## config.mk

```make
export PLATFORM = sky130hd
export DESIGN_NAME = rename_rollback_map
export DESIGN_NICKNAME = d
export VERILOG_FILES = /design/src/rtl/rmh_pkg.sv /design/src/rtl/rmh_ctrl.sv /design/src/rtl/rmh_data.sv /design/src/rtl/rename_rollback_map.sv
export SDC_FILE = /design/constraint.sdc
export NUM_CORES = 1
export LEC_CHECK = 0
export BUFFER_PORTS_ARGS = -buffer_cell sky130_fd_sc_hd__buf_2
export CAP_MARGIN = 20
export CORE_MARGIN = 2
export CORE_UTILIZATION = 40
export CTS_CLUSTER_DIAMETER = 60
export CTS_CLUSTER_SIZE = 10
export DETAILED_ROUTE_END_ITERATION = 12
export PLACE_DENSITY_LB_ADDON = 0.2
export SLEW_MARGIN = 5
export SYNTH_ARGS = -nofsm -noshare
export SYNTH_HDL_FRONTEND = slang
export SYNTH_SLANG_ARGS = --single-unit
```

## constraint.sdc

```tcl
create_clock -name clk -period 7 [get_ports clk]
set_input_delay 2.1 -clock clk [delete_from_list [all_inputs] [get_ports clk]]
set_output_delay 2.1 -clock clk [all_outputs]
set_load 0.005 [all_outputs]
```

## src/rtl/rmh_pkg.sv

```systemverilog
package rmh_pkg;

  typedef enum logic [1:0] {
    ST_IDLE,
    ST_SQUASH,
    ST_COMMIT
  } rmhState_e;

  typedef struct packed {
    logic doRename;
    logic doUndo;
    logic doRetire;
  } rmhStrobe_t;

endpackage

```

## src/rtl/rmh_ctrl.sv

```systemverilog
module rmh_ctrl
  import rmh_pkg::*;
#(
  parameter int SEQ_W = 8,
  parameter int CW    = 4
) (
  input  logic             clk,
  input  logic             rst_n,
  input  logic             renValid,
  input  logic             renDestValid,
  input  logic             squashValid,
  input  logic [SEQ_W-1:0] squashSeq,
  input  logic             commitValid,
  input  logic [SEQ_W-1:0] commitSeq,
  input  logic [CW-1:0]    freeCnt,
  input  logic             histEmpty,
  input  logic [SEQ_W-1:0] newestSeq,
  input  logic [SEQ_W-1:0] oldestSeq,
  output rmhStrobe_t       stb,
  output logic             busy
);

  rmhState_e        state;
  logic [SEQ_W-1:0] tgtSeq;
  logic             undoCond, retireCond, anyReq;

  assign anyReq     = squashValid || commitValid;
  assign undoCond   = !histEmpty && (newestSeq > tgtSeq);
  assign retireCond = !histEmpty && (oldestSeq <= tgtSeq);
  assign busy       = (state != ST_IDLE);

  always_comb begin
    stb = '0;
    case (state)
      ST_IDLE:   stb.doRename = renValid && !anyReq &&
                                (!renDestValid || freeCnt != '0);
      ST_SQUASH: stb.doUndo   = !squashValid && undoCond;
      ST_COMMIT: stb.doRetire = !anyReq && retireCond;
      default:   stb = '0;
    endcase
  end

  always_ff @(posedge clk) begin
    if (!rst_n) begin
      state  <= ST_IDLE;
      tgtSeq <= '0;
    end else if (squashValid) begin
      state  <= ST_SQUASH;
      tgtSeq <= squashSeq;
    end else if (commitValid && state != ST_SQUASH) begin
      state  <= ST_COMMIT;
      tgtSeq <= commitSeq;
    end else begin
      case (state)
        ST_SQUASH: if (!undoCond)   state <= ST_IDLE;
        ST_COMMIT: if (!retireCond) state <= ST_IDLE;
        default:   state <= ST_IDLE;
      endcase
    end
  end

endmodule

```

## src/rtl/rmh_data.sv

```systemverilog
module rmh_data
  import rmh_pkg::*;
#(
  parameter int NUM_ARCH = 8,
  parameter int NUM_PHYS = 16,
  parameter int NUM_MAIN = 14,
  parameter int SEQ_W    = 8,
  localparam int AW      = $clog2(NUM_ARCH),
  localparam int PW      = $clog2(NUM_PHYS),
  localparam int DEPTH   = NUM_PHYS - NUM_ARCH,
  localparam int IW      = (DEPTH > 1) ? $clog2(DEPTH) : 1,
  localparam int CW      = $clog2(DEPTH + 1)
) (
  input  logic             clk,
  input  logic             rst_n,
  input  rmhStrobe_t       stb,
  input  logic [SEQ_W-1:0] renSeq,
  input  logic             renDestValid,
  input  logic [AW-1:0]    renDestArch,
  input  logic [AW-1:0]    renSrcA,
  input  logic [AW-1:0]    renSrcB,
  output logic [PW-1:0]    renDestPhys,
  output logic [PW-1:0]    srcPhysA,
  output logic             srcReadyA,
  output logic [PW-1:0]    srcPhysB,
  output logic             srcReadyB,
  output logic [CW-1:0]    freeCnt,
  output logic [CW-1:0]    histCnt,
  output logic             histEmpty,
  output logic [SEQ_W-1:0] newestSeq,
  output logic [SEQ_W-1:0] oldestSeq
);

  logic [PW-1:0]       mapTab  [NUM_ARCH];
  logic [NUM_PHYS-1:0] readyVec;
  logic [PW-1:0]       freeRam [DEPTH];
  logic [IW-1:0]       fHead, fTail;
  logic [SEQ_W-1:0]    hSeq    [DEPTH];
  logic [AW-1:0]       hArch   [DEPTH];
  logic [PW-1:0]       hNew    [DEPTH];
  logic [PW-1:0]       hPrev   [DEPTH];
  logic [IW-1:0]       hHead, hTail, newestIdx;
  logic                alloc, give;

  function automatic logic [IW-1:0] wrapInc(input logic [IW-1:0] p);
    return (p == IW'(DEPTH - 1)) ? '0 : p + 1'b1;
  endfunction

  assign alloc       = stb.doRename && renDestValid;
  assign give        = stb.doUndo || stb.doRetire;
  assign newestIdx   = (hTail == '0) ? IW'(DEPTH - 1) : hTail - 1'b1;
  assign renDestPhys = freeRam[fHead];
  assign srcPhysA    = mapTab[renSrcA];
  assign srcPhysB    = mapTab[renSrcB];
  assign srcReadyA   = readyVec[mapTab[renSrcA]];
  assign srcReadyB   = readyVec[mapTab[renSrcB]];
  assign histEmpty   = (histCnt == '0);
  assign newestSeq   = hSeq[newestIdx];
  assign oldestSeq   = hSeq[hHead];

  always_ff @(posedge clk) begin
    if (!rst_n) begin
      for (int i = 0; i < NUM_ARCH; i++) mapTab[i] <= PW'(i);
      for (int i = 0; i < DEPTH; i++) begin
        freeRam[i] <= PW'(NUM_ARCH + i);
        hSeq[i]    <= '0;
        hArch[i]   <= '0;
        hNew[i]    <= '0;
        hPrev[i]   <= '0;
      end
      readyVec <= '1;
      fHead    <= '0;
      fTail    <= '0;
      hHead    <= '0;
      hTail    <= '0;
      freeCnt  <= CW'(DEPTH);
      histCnt  <= '0;
    end else begin
      if (alloc) begin
        mapTab[renDestArch]      <= freeRam[fHead];
        readyVec[freeRam[fHead]] <= 1'b0;
        hSeq[hTail]              <= renSeq;
        hArch[hTail]             <= renDestArch;
        hNew[hTail]              <= freeRam[fHead];
        hPrev[hTail]             <= mapTab[renDestArch];
        hTail                    <= wrapInc(hTail);
        fHead                    <= wrapInc(fHead);
      end
      if (stb.doUndo) begin
        mapTab[hArch[newestIdx]] <= hPrev[newestIdx];
        freeRam[fTail]           <= hNew[newestIdx];
        if ({1'b0, hNew[newestIdx]} >= (PW + 1)'(NUM_MAIN))
          readyVec[hNew[newestIdx]] <= 1'b1;
        fTail <= wrapInc(fTail);
        hTail <= newestIdx;
      end else if (stb.doRetire) begin
        freeRam[fTail] <= hPrev[hHead];
        fTail          <= wrapInc(fTail);
        hHead          <= wrapInc(hHead);
      end
      freeCnt <= freeCnt - CW'(alloc) + CW'(give);
      histCnt <= histCnt + CW'(alloc) - CW'(give);
    end
  end

endmodule

```

## src/rtl/rename_rollback_map.sv

```systemverilog
module rename_rollback_map
  import rmh_pkg::*;
#(
  parameter int NUM_ARCH = 8,
  parameter int NUM_PHYS = 16,
  parameter int NUM_MAIN = 14,
  parameter int SEQ_W    = 8,
  localparam int AW      = $clog2(NUM_ARCH),
  localparam int PW      = $clog2(NUM_PHYS),
  localparam int DEPTH   = NUM_PHYS - NUM_ARCH,
  localparam int CW      = $clog2(DEPTH + 1)
) (
  input  logic             clk,
  input  logic             rst_n,
  input  logic             renValid,
  input  logic [SEQ_W-1:0] renSeq,
  input  logic             renDestValid,
  input  logic [AW-1:0]    renDestArch,
  input  logic [AW-1:0]    renSrcA,
  input  logic [AW-1:0]    renSrcB,
  input  logic             squashValid,
  input  logic [SEQ_W-1:0] squashSeq,
  input  logic             commitValid,
  input  logic [SEQ_W-1:0] commitSeq,
  output logic             renAccept,
  output logic [PW-1:0]    renDestPhys,
  output logic [PW-1:0]    srcPhysA,
  output logic             srcReadyA,
  output logic [PW-1:0]    srcPhysB,
  output logic             srcReadyB,
  output logic             busy
);

  rmhStrobe_t       stb;
  logic [CW-1:0]    freeCnt, histCnt;
  logic             histEmpty;
  logic [SEQ_W-1:0] newestSeq, oldestSeq;

  assign renAccept = stb.doRename;

  rmh_ctrl #(.SEQ_W(SEQ_W), .CW(CW)) u_ctrl (
    .clk(clk), .rst_n(rst_n), .renValid(renValid), .renDestValid(renDestValid),
    .squashValid(squashValid), .squashSeq(squashSeq),
    .commitValid(commitValid), .commitSeq(commitSeq),
    .freeCnt(freeCnt), .histEmpty(histEmpty),
    .newestSeq(newestSeq), .oldestSeq(oldestSeq),
    .stb(stb), .busy(busy)
  );

  rmh_data #(.NUM_ARCH(NUM_ARCH), .NUM_PHYS(NUM_PHYS), .NUM_MAIN(NUM_MAIN),
             .SEQ_W(SEQ_W)) u_data (
    .clk(clk), .rst_n(rst_n), .stb(stb), .renSeq(renSeq),
    .renDestValid(renDestValid), .renDestArch(renDestArch),
    .renSrcA(renSrcA), .renSrcB(renSrcB), .renDestPhys(renDestPhys),
    .srcPhysA(srcPhysA), .srcReadyA(srcReadyA),
    .srcPhysB(srcPhysB), .srcReadyB(srcReadyB),
    .freeCnt(freeCnt), .histCnt(histCnt), .histEmpty(histEmpty),
    .newestSeq(newestSeq), .oldestSeq(oldestSeq)
  );

endmodule

```

==> results of run 1 <==
[layer usage]
metal  part of all wire [%]  vias to the layer above
li1                       -                     4237
met5                      0                        -
met1                     44                     4669
met3                    6.0                       49
met2                     48                      348
met4                    1.9                        0
[through the flow]
step / util [%] / instance area [um2] / hold slack, ns / instances / total power (W)
floorplan: - / 14110 / 0.4496 / 1104 / 0.002142
global placement: 42.89 / 14850 / 0.4763 / 1571 / 0.002288
detailed placement: 42.89 / 14850 / 0.4786 / 1571 / 0.002298
CTS: 45.53 / 15770 / 0.4867 / 1629 / 0.003762
global route: 45.61 / 15800 / 0.5080 / 1630 / 0.003884
finish: 45.61 / 15800 / 0.4861 / 1630 / 0.003743
[cells in the mapped netlist (all sizes together)]
library cell    n
edfxtp        216
nor2          119
nand2         103
mux4           94
and2           75
dfxtp          52
clkbuf         48
mux2i          45
inv            39
ha             36
nand4          33
o21ai          29
nand3          27
buf            23
a21oi          19
mux2           19
nand2b         16
and3           15
nor4           14
a211oi         12
or3             9
nor3            8
a21o            7
nor2b           7
or2             6
nor3b           5
o31ai           4
o32ai           3
xnor2           3
clkinv          2
fa              2
nand3b          2
a21boi          1
a22o            1
a2bb2oi         1
a31oi           1
and4            1
nand4b          1
nor4b           1
o211ai          1
o21a            1
o311a           1
or4             1
xor2            1
[how the worst max path moves through the flow]
stage / slack (ns) / to / startpoint
after detailed placement: 0.84 / srcReadyB / renSrcB[0]
final: 0.84 / srcReadyB / renSrcB[0]
after global routing: 0.65 / srcReadyB / renSrcB[0]
after floorplan: 1.04 / srcReadyA / renSrcA[0]
after global placement: 0.91 / srcReadyB / renSrcB[0]
after CTS: 0.83 / srcReadyB / renSrcB[0]
[power groups by stage]
stage	registers [W]	logic [W]	clock network, W
2_1_floorplan	0.00182	0.000320	0
3_3_place_gp	0.00184	0.000452	0
3_5_place_dp	0.00184	0.000460	0
4_1_cts	0.00181	0.000462	0.00149
5_1_grt	0.00181	0.000508	0.00157
6_report	0.00181	0.000462	0.00148
[layout make-up]
cell class	count	area, um2	share of cell area, %
Timing Repair Buffer	84	515.5	3.264
Tap cell	455	569.3	3.604
Clock buffer	56	900.9	5.703
Clock inverter	2	13.76	0.08714
Multi-Input combinational cell	724	6113	38.70
Sequential cell	268	7528	47.66
Inverter	41	153.9	0.9743
[flip-flops by register name, indices dropped and copies added, names as in the netlist, 8 cells and up, named ones only]
name             flops
u_data.readyVec     16
u_ctrl.tgtSeq        8
u_data.hSeq         64
u_data.mapTab       32
u_data.freeRam      32
u_data.hNew         32
u_data.hPrev        32
u_data.hArch        24
[cell usage in the layout, fill, tap and decap left out, drive strengths merged, types with 14 or more instances in the layout]
| master | count |
|---|---|
| nand2b | 16 |
| a21oi | 19 |
| ha | 36 |
| inv | 40 |
| nand4 | 33 |
| o21ai | 29 |
| and2 | 75 |
| mux2 | 19 |
| buf | 84 |
| nand3 | 27 |
| nor4 | 14 |
| dfxtp | 52 |
| nor2 | 119 |
| and3 | 15 |
| clkbuf | 56 |
| nand2 | 103 |
| mux2i | 45 |
| edfxtp | 216 |
| mux4 | 94 |
[worst reg2reg max path: cells and delay by family (launching register included)]
| kind | cells | cell delay [ns] |
|---|---|---|
| buffers and inverters | 6 | 0.81 |
| AND/OR/NAND/NOR | 5 | 1.03 |
| AO/OA/AOI/OAI | 2 | 0.51 |
| multiplexers | 2 | 0.92 |
| adder cells (fa/ha/maj) | 6 | 1.57 |
| flip-flops | 1 | 0.57 |
| XOR/XNOR | 1 | 0.14 |
[cells by family (layout without fill, tap and decap cells)]
kind of cell    count (synthesis)  after routing  share of synthesized area, %
flops                         268            268                         53.36
xor+xnor                        4              4                        0.2484
mux                           158            158                         20.12
fa+ha+maj                      38             38                         3.477
compound gates                 81             81                         3.566
buf+inv                       112            183                         3.371
simple gates                  443            443                         15.86
==> summary.md, run 1 <==
| Metric | Value |
|---|---|
| Filler cell count | 3103 |
| Clock share of power | 39.4% |
| GR Util met3 | 3.088% |
| Post-Route Skew | 0.02247 ns |
| FP Rows | 68 |
| Req. time, crit path | 4.90 ns |
| CTS root buf | clkbuf_16 |
| Syn Nets | 1181 |
| Total GRT Usage | 20.10% |
| Critical path depth in cells | 9 |
| Detailed Routing Iterations Pass 1 | 5 |
| Worst R2R Setup Slack | 1.29 ns |
| Leakage | 5.688 nW |
| Syn Std Cell Area | 0.01411 mm2 |
| GRT busiest layer | met2 |
| Tcrit/Tclk final | 88.04% |
| Gr ovfl total | 0 |
| Flop pwr share | 48.2% |
| Clock buffer depth | 3 |
| Reg-to-Reg Start | u_data.hTail[1] |
| Syn Inst Count | 1104 |
| Avg Inst Size Synth | 12.78 um2 |
| Final nets | 1227 |
| Yosys Warn Count | 0 |
| P per Cell Area | 236.9 mW/mm2 |
| Global-route wire length before repair | 55910 um |
| Switch Pwr | 0.0009228 W |
| Slew HR | 34.06% |
| Final ANT Viol Nets | 0 |
| Setup CP Type | in2out |
| CTS tree | yes |
| Worst path max stage delay | 0.57 ns |
| Starting Density | 40.74% |
| FF-to-FF End | u_data.histCnt[2] |
| Pin count of the biggest net entering global routing | 53 |
| 1st-iter DRT viols | 698 |
| Worst path cell trace | buf_2 > mux4_2 > mux2i_4 > clkinv_1 > nand2_1 > nand3_1 > nand4_1 > nand4_1 > buf_2 |
| Internal power | 0.002820 W |
| CP Data Arrival Time | 4.06 ns |
| Worst vdd ir | 160.4 uV |
| Worst path top cell family by delay | multiplexers |
| Reg clk slew, reported paths | 0.06 ns |
| IO buf count | 54 |
| Final hold vios | 0 |
| Dpl ws | 0.8350 ns |
| Core box area | 0.03463 mm2 |
| Tmin final | 6.163 ns |
| Sequential share of the synthesized area | 53.36% |
| Post-CTS sizing | 0 |
| Post-CTS setup buffer count | 0 |
| WP buf/inv | 3 |
| Via count | 9303 |
| DRC Markers | 0 |
| GRT met1 Usage | 27.64% |
| Least-Margin Pin Slew | 0.9878 ns |
| Crit. End Element | output pin |
| Largest area contributor in the netlist | edfxtp_1 |
| Critical path peak fanout | 9 |
| RSZ-0062 raised after global routing | false |
| Drt via density | 5.707 |
| Detailed Place HPWL | 24340 um |
| Synth top area cells | edfxtp_1 (46%), mux4_2 (14%), dfxtp_1 (7.4%), and2_1 (3.3%), ha_1 (3.2%) |
| Area delta synth->final | 11.97% |
| Initial antenna violation count | 0 |
| Min-Delay Path Class | reg2reg |
| Outcome | completed |
| Quantity of hold-fixing buffers added after cts | 0 |
| Clock Latency Late Sink | 0.56 ns |
| TritonCTS Sinks | 268 |
| Worst hold path depth | 2 |
| R2R depth | 22 |
| Layout cells sized above 1 | 20.77% |
| Die area | 0.03678 mm2 |
| Final Setup Violations | 0 |
| Hold endpoint | u_data.fHead[2] |
| H-tree levels | 1 |
| Horiz. Die Dim | 191.8 um |
| Hold_sp | u_data.fHead[2] |
| Die Ht | 191.8 um |
| Ant. Diodes | 0 |
| Drt wl/cell | 22.05 um |
| Io pins | 55 |
| Routing usage on met2 | 33.62% |
| Maxcap violations | 0 |
| CTS buffer count | 31 |
| Setup crit start kind | input pin |
| Yosys reg bits | 268 |
| Maximum clock rate | 162.3 MHz |
| Synth cell types | 57 |
| Min setup slack post-route | 0.8372 ns |
| Vias in the first global route | 9397 |
| Crit-path slowest cell | mux4_2 |
| Area share of the largest cell type after synthesis | 45.98% |
| Setup TNS | 0 ns |
| Combinational fraction of design power | 12.3% |
| Switching share of power | 24.66% |
| Routability congestion estimate | 0.8135 |
| Drt total wl | 35950 um |
| Final Max Slew Viols | 0 |
Note: power is estimated with default switching activity, not from simulation.
==> run 2, diff against run 1 <==
--- a/config.mk
+++ b/config.mk
@@ -5,6 +5,7 @@
 export SDC_FILE = /design/constraint.sdc
 export NUM_CORES = 1
 export LEC_CHECK = 0
+export ABC_AREA = 1
 export BUFFER_PORTS_ARGS = -buffer_cell sky130_fd_sc_hd__buf_2
 export CAP_MARGIN = 20
 export CORE_MARGIN = 2
==> run 2 against run 1 <==
  * Core utilization decreased by 0.16 points
  * Die area increased by 3.3%
  * Clock power increased by 14%
  * Global-route usage increased by 1.6 points
  * Critical path type unchanged
  * Largest power group unchanged
==> summary.md, run 2 <==
| Metric | Value |
|---|---|
| Req. time, crit path | 4.90 ns |
| Quantity of hold-fixing buffers added after cts | 0 |
| Worst path max stage delay | 0.35 ns |
| Yosys Warn Count | 0 |
| Area share of the largest cell type after synthesis | 44.46% |
| Routability congestion estimate | 0.8417 |
| Total GRT Usage | 21.68% |
| Post-CTS setup buffer count | 0 |
| Drt total wl | 41150 um |
| 1st-iter DRT viols | 1227 |
| Slew HR | 30.57% |
| Outcome | completed |
| Syn Inst Count | 1787 |
| Layout cells sized above 1 | 8.662% |
| Largest area contributor in the netlist | edfxtp_1 |
| Yosys reg bits | 268 |
| Filler cell count | 3524 |
| Tmin final | 5.951 ns |
| CTS root buf | clkbuf_16 |
| Syn Std Cell Area | 0.01459 mm2 |
| Post-synthesis async set-or-reset flop share | 0% |
| Top cells by count, synth | nand2_1 (369), nor2_1 (292), edfxtp_1 (216) |
| Starting Density | 40.81% |
| Gr ovfl total | 0 |
| Final Max Slew Viols | 0 |
| Switch Pwr | 0.001092 W |
| Post-Route Skew | 0.01810 ns |
| Final nets | 1883 |
| Die area | 0.03801 mm2 |
| Synth cell types | 38 |
| Crit-path slowest cell | buf_2 |
| Syn Nets | 1864 |
| Leakage | 6.849 nW |
| Clock buffer depth | 3 |
| Synth top area cells | edfxtp_1 (44%), nand2_1 (9.5%), nor2_1 (7.5%), dfxtp_1 (7.1%), o21ai_0 (6.2%) |
| Combinational fraction of design power | 14.2% |
| EDFF count, synth | 216 |
| Finished Cell Area | 0.01625 mm2 |
| Switching share of power | 26.89% |
| Core box area | 0.03574 mm2 |
| Internal power | 0.002969 W |
| Max reg flops | 64 |
| Maximum clock rate | 168.0 MHz |
| Vias in the first global route | 11990 |
| Drt wl/cell | 18.01 um |
| Worst vdd ir | 138.4 uV |
| TritonCTS Sinks | 268 |
| Reg clk slew, reported paths | 0.05 ns |
| Top-count cell post-synth | nand2_1 |
| Global-route wire length before repair | 64970 um |
| Least-Margin Pin Slew | 1.040 ns |
| Io pins | 55 |
| Min-Delay Path Class | reg2reg |
| Setup TNS | 0 ns |
| Top_reg_cell synth | edfxtp_1 |
| Pin count of the biggest net entering global routing | 63 |
| H-tree levels | 2 |
| Tcrit/Tclk final | 85.01% |
| Most used cell, CP | nand3_1 |
| Worst path cell trace | buf_2 > inv_1 > nand2_1 > nand3_1 > nand3_1 > nand2_1 > inv_1 > nand2_1 > nand3_1 > nand3_1 > nand3_1 > nand2_1 > buf_2 |
| Critical path peak fanout | 29 |
| Most frequent cells in the layout | nand2_1 (368), nor2_1 (292), edfxtp_1 (216), o21ai_0 (182), inv_1 (173) |
| Final Setup Violations | 0 |
| Area after DPL | 0.01514 mm2 |
| Ant. Diodes | 0 |
| Maxcap violations | 0 |
| Via count | 12410 |
| FP Rows | 69 |
| Flop pwr share | 44.4% |
| RSZ-0062 raised after global routing | false |
| Clock Latency Late Sink | 0.51 ns |
| Drt via density | 5.432 |
| Die Ht | 195.0 um |
| Detailed Place HPWL | 26600 um |
| Initial antenna violation count | 0 |
| P per Cell Area | 250.0 mW/mm2 |
| Sequential share of the synthesized area | 51.60% |
| CP Data Arrival Time | 3.85 ns |
| Setup CP Type | in2out |
| CTS tree | yes |
| Detailed Routing Iterations Pass 1 | 5 |
| Avg Inst Size Synth | 8.163 um2 |
| Commonest non-fill, non-tap cell in the layout | nand2_1 |
| Horiz. Die Dim | 195.0 um |
| IO buf count | 54 |
| DRC Markers | 0 |
| Top reg by flops | u_data.hSeq |
| Final hold vios | 0 |
| Post-CTS sizing | 0 |
| Area delta synth->final | 11.37% |
| Crit. End Element | output pin |
| Hold Slack | 0.4526 ns |
| Setup crit start kind | input pin |
| Clock share of power | 41.5% |
| Final ANT Viol Nets | 0 |
| CTS buffer count | 35 |
-- run 2: cell count changes after synthesis, moves of 89 or more --
| cell | change |
|---|---|
| a21oi_1 | +91 |
| inv_1 | +134 |
| o21ai_0 | +157 |
| nand3_1 | +112 |
| nor2_1 | +173 |
| mux4_2 | -89 |
| nand2_1 | +266 |
-- run 2: power groups by stage --
stage               Clock (W)  Combinational, W  Sequential, W
global route          0.00177          0.000649        0.00181
floorplan                   0          0.000392        0.00182
finish                0.00169          0.000575        0.00180
detailed placement          0          0.000570        0.00183
CTS                   0.00171          0.000574        0.00180
global placement            0          0.000558        0.00183
-- run 2: area by class of cell --
class	instances	area [um2]	area share [%]
well taps	461	576.8	3.550
clock inverters	6	61.31	0.3774
inverters	181	679.4	4.182
multi-input cells	1239	5901	36.32
clock buffers	49	1001	6.161
repair buffers	81	500.5	3.080
flip-flops and latches	268	7527	46.33
-- run 2: kinds of logic (layout without fill, tap and decap cells) --
family / after synthesis / count (layout) / share of synthesized area (%)
fa+ha+maj: 38 / 38 / 3.362
buf+inv: 280 / 317 / 7.968
compound gates: 358 / 358 / 13.25
xor+xnor: 3 / 3 / 0.1802
flops: 268 / 268 / 51.60
simple gates: 840 / 840 / 23.64
-- run 2: metrics by stage --
step,std cells,power (W),utilization (%),setup slack (ns)
final,2285,0.004062,45.46,1.049
after global placement,2228,0.002390,42.37,1.162
after floorplan,1787,0.002217,-,1.640
after detailed placement,2228,0.002404,42.37,1.079
after CTS,2283,0.004088,45.34,1.071
after global routing,2285,0.004232,45.46,0.7526
-- run 2: metal layers --
| metal | share of wire, % | vias to the layer above | global-route usage (%) | routed length (um) |
|---|---|---|---|---|
| met3 | 7.0 | 84 | 3.161 | 2885 |
| met4 | 2.6 | 0 | 7.068 | 1077 |
| li1 | - | 6021 | - | - |
| met5 | 0 | - | 0 | 0 |
| met1 | 44 | 5877 | 28.90 | 17960 |
| met2 | 47 | 429 | 36.38 | 19220 |
-- run 2: critical path, delay by kind of cell --
family / cells / cell delay (ns)
buf+inv: 4 / 0.75
simple gates: 9 / 0.99
-- run 2: worst paths after layout --
check                                    startpoint             endpoint  slack (ns)  cells after the start
worst min-delay path            u_data.readyVec[13]  u_data.readyVec[13]        0.45                      2
worst max register to register      u_data.hTail[0]  u_data.mapTab[4][3]        1.97                     20
worst min register to register  u_data.readyVec[13]  u_data.readyVec[13]        0.45                      2
worst max-delay path                     renSrcA[0]            srcReadyA        1.05                     13
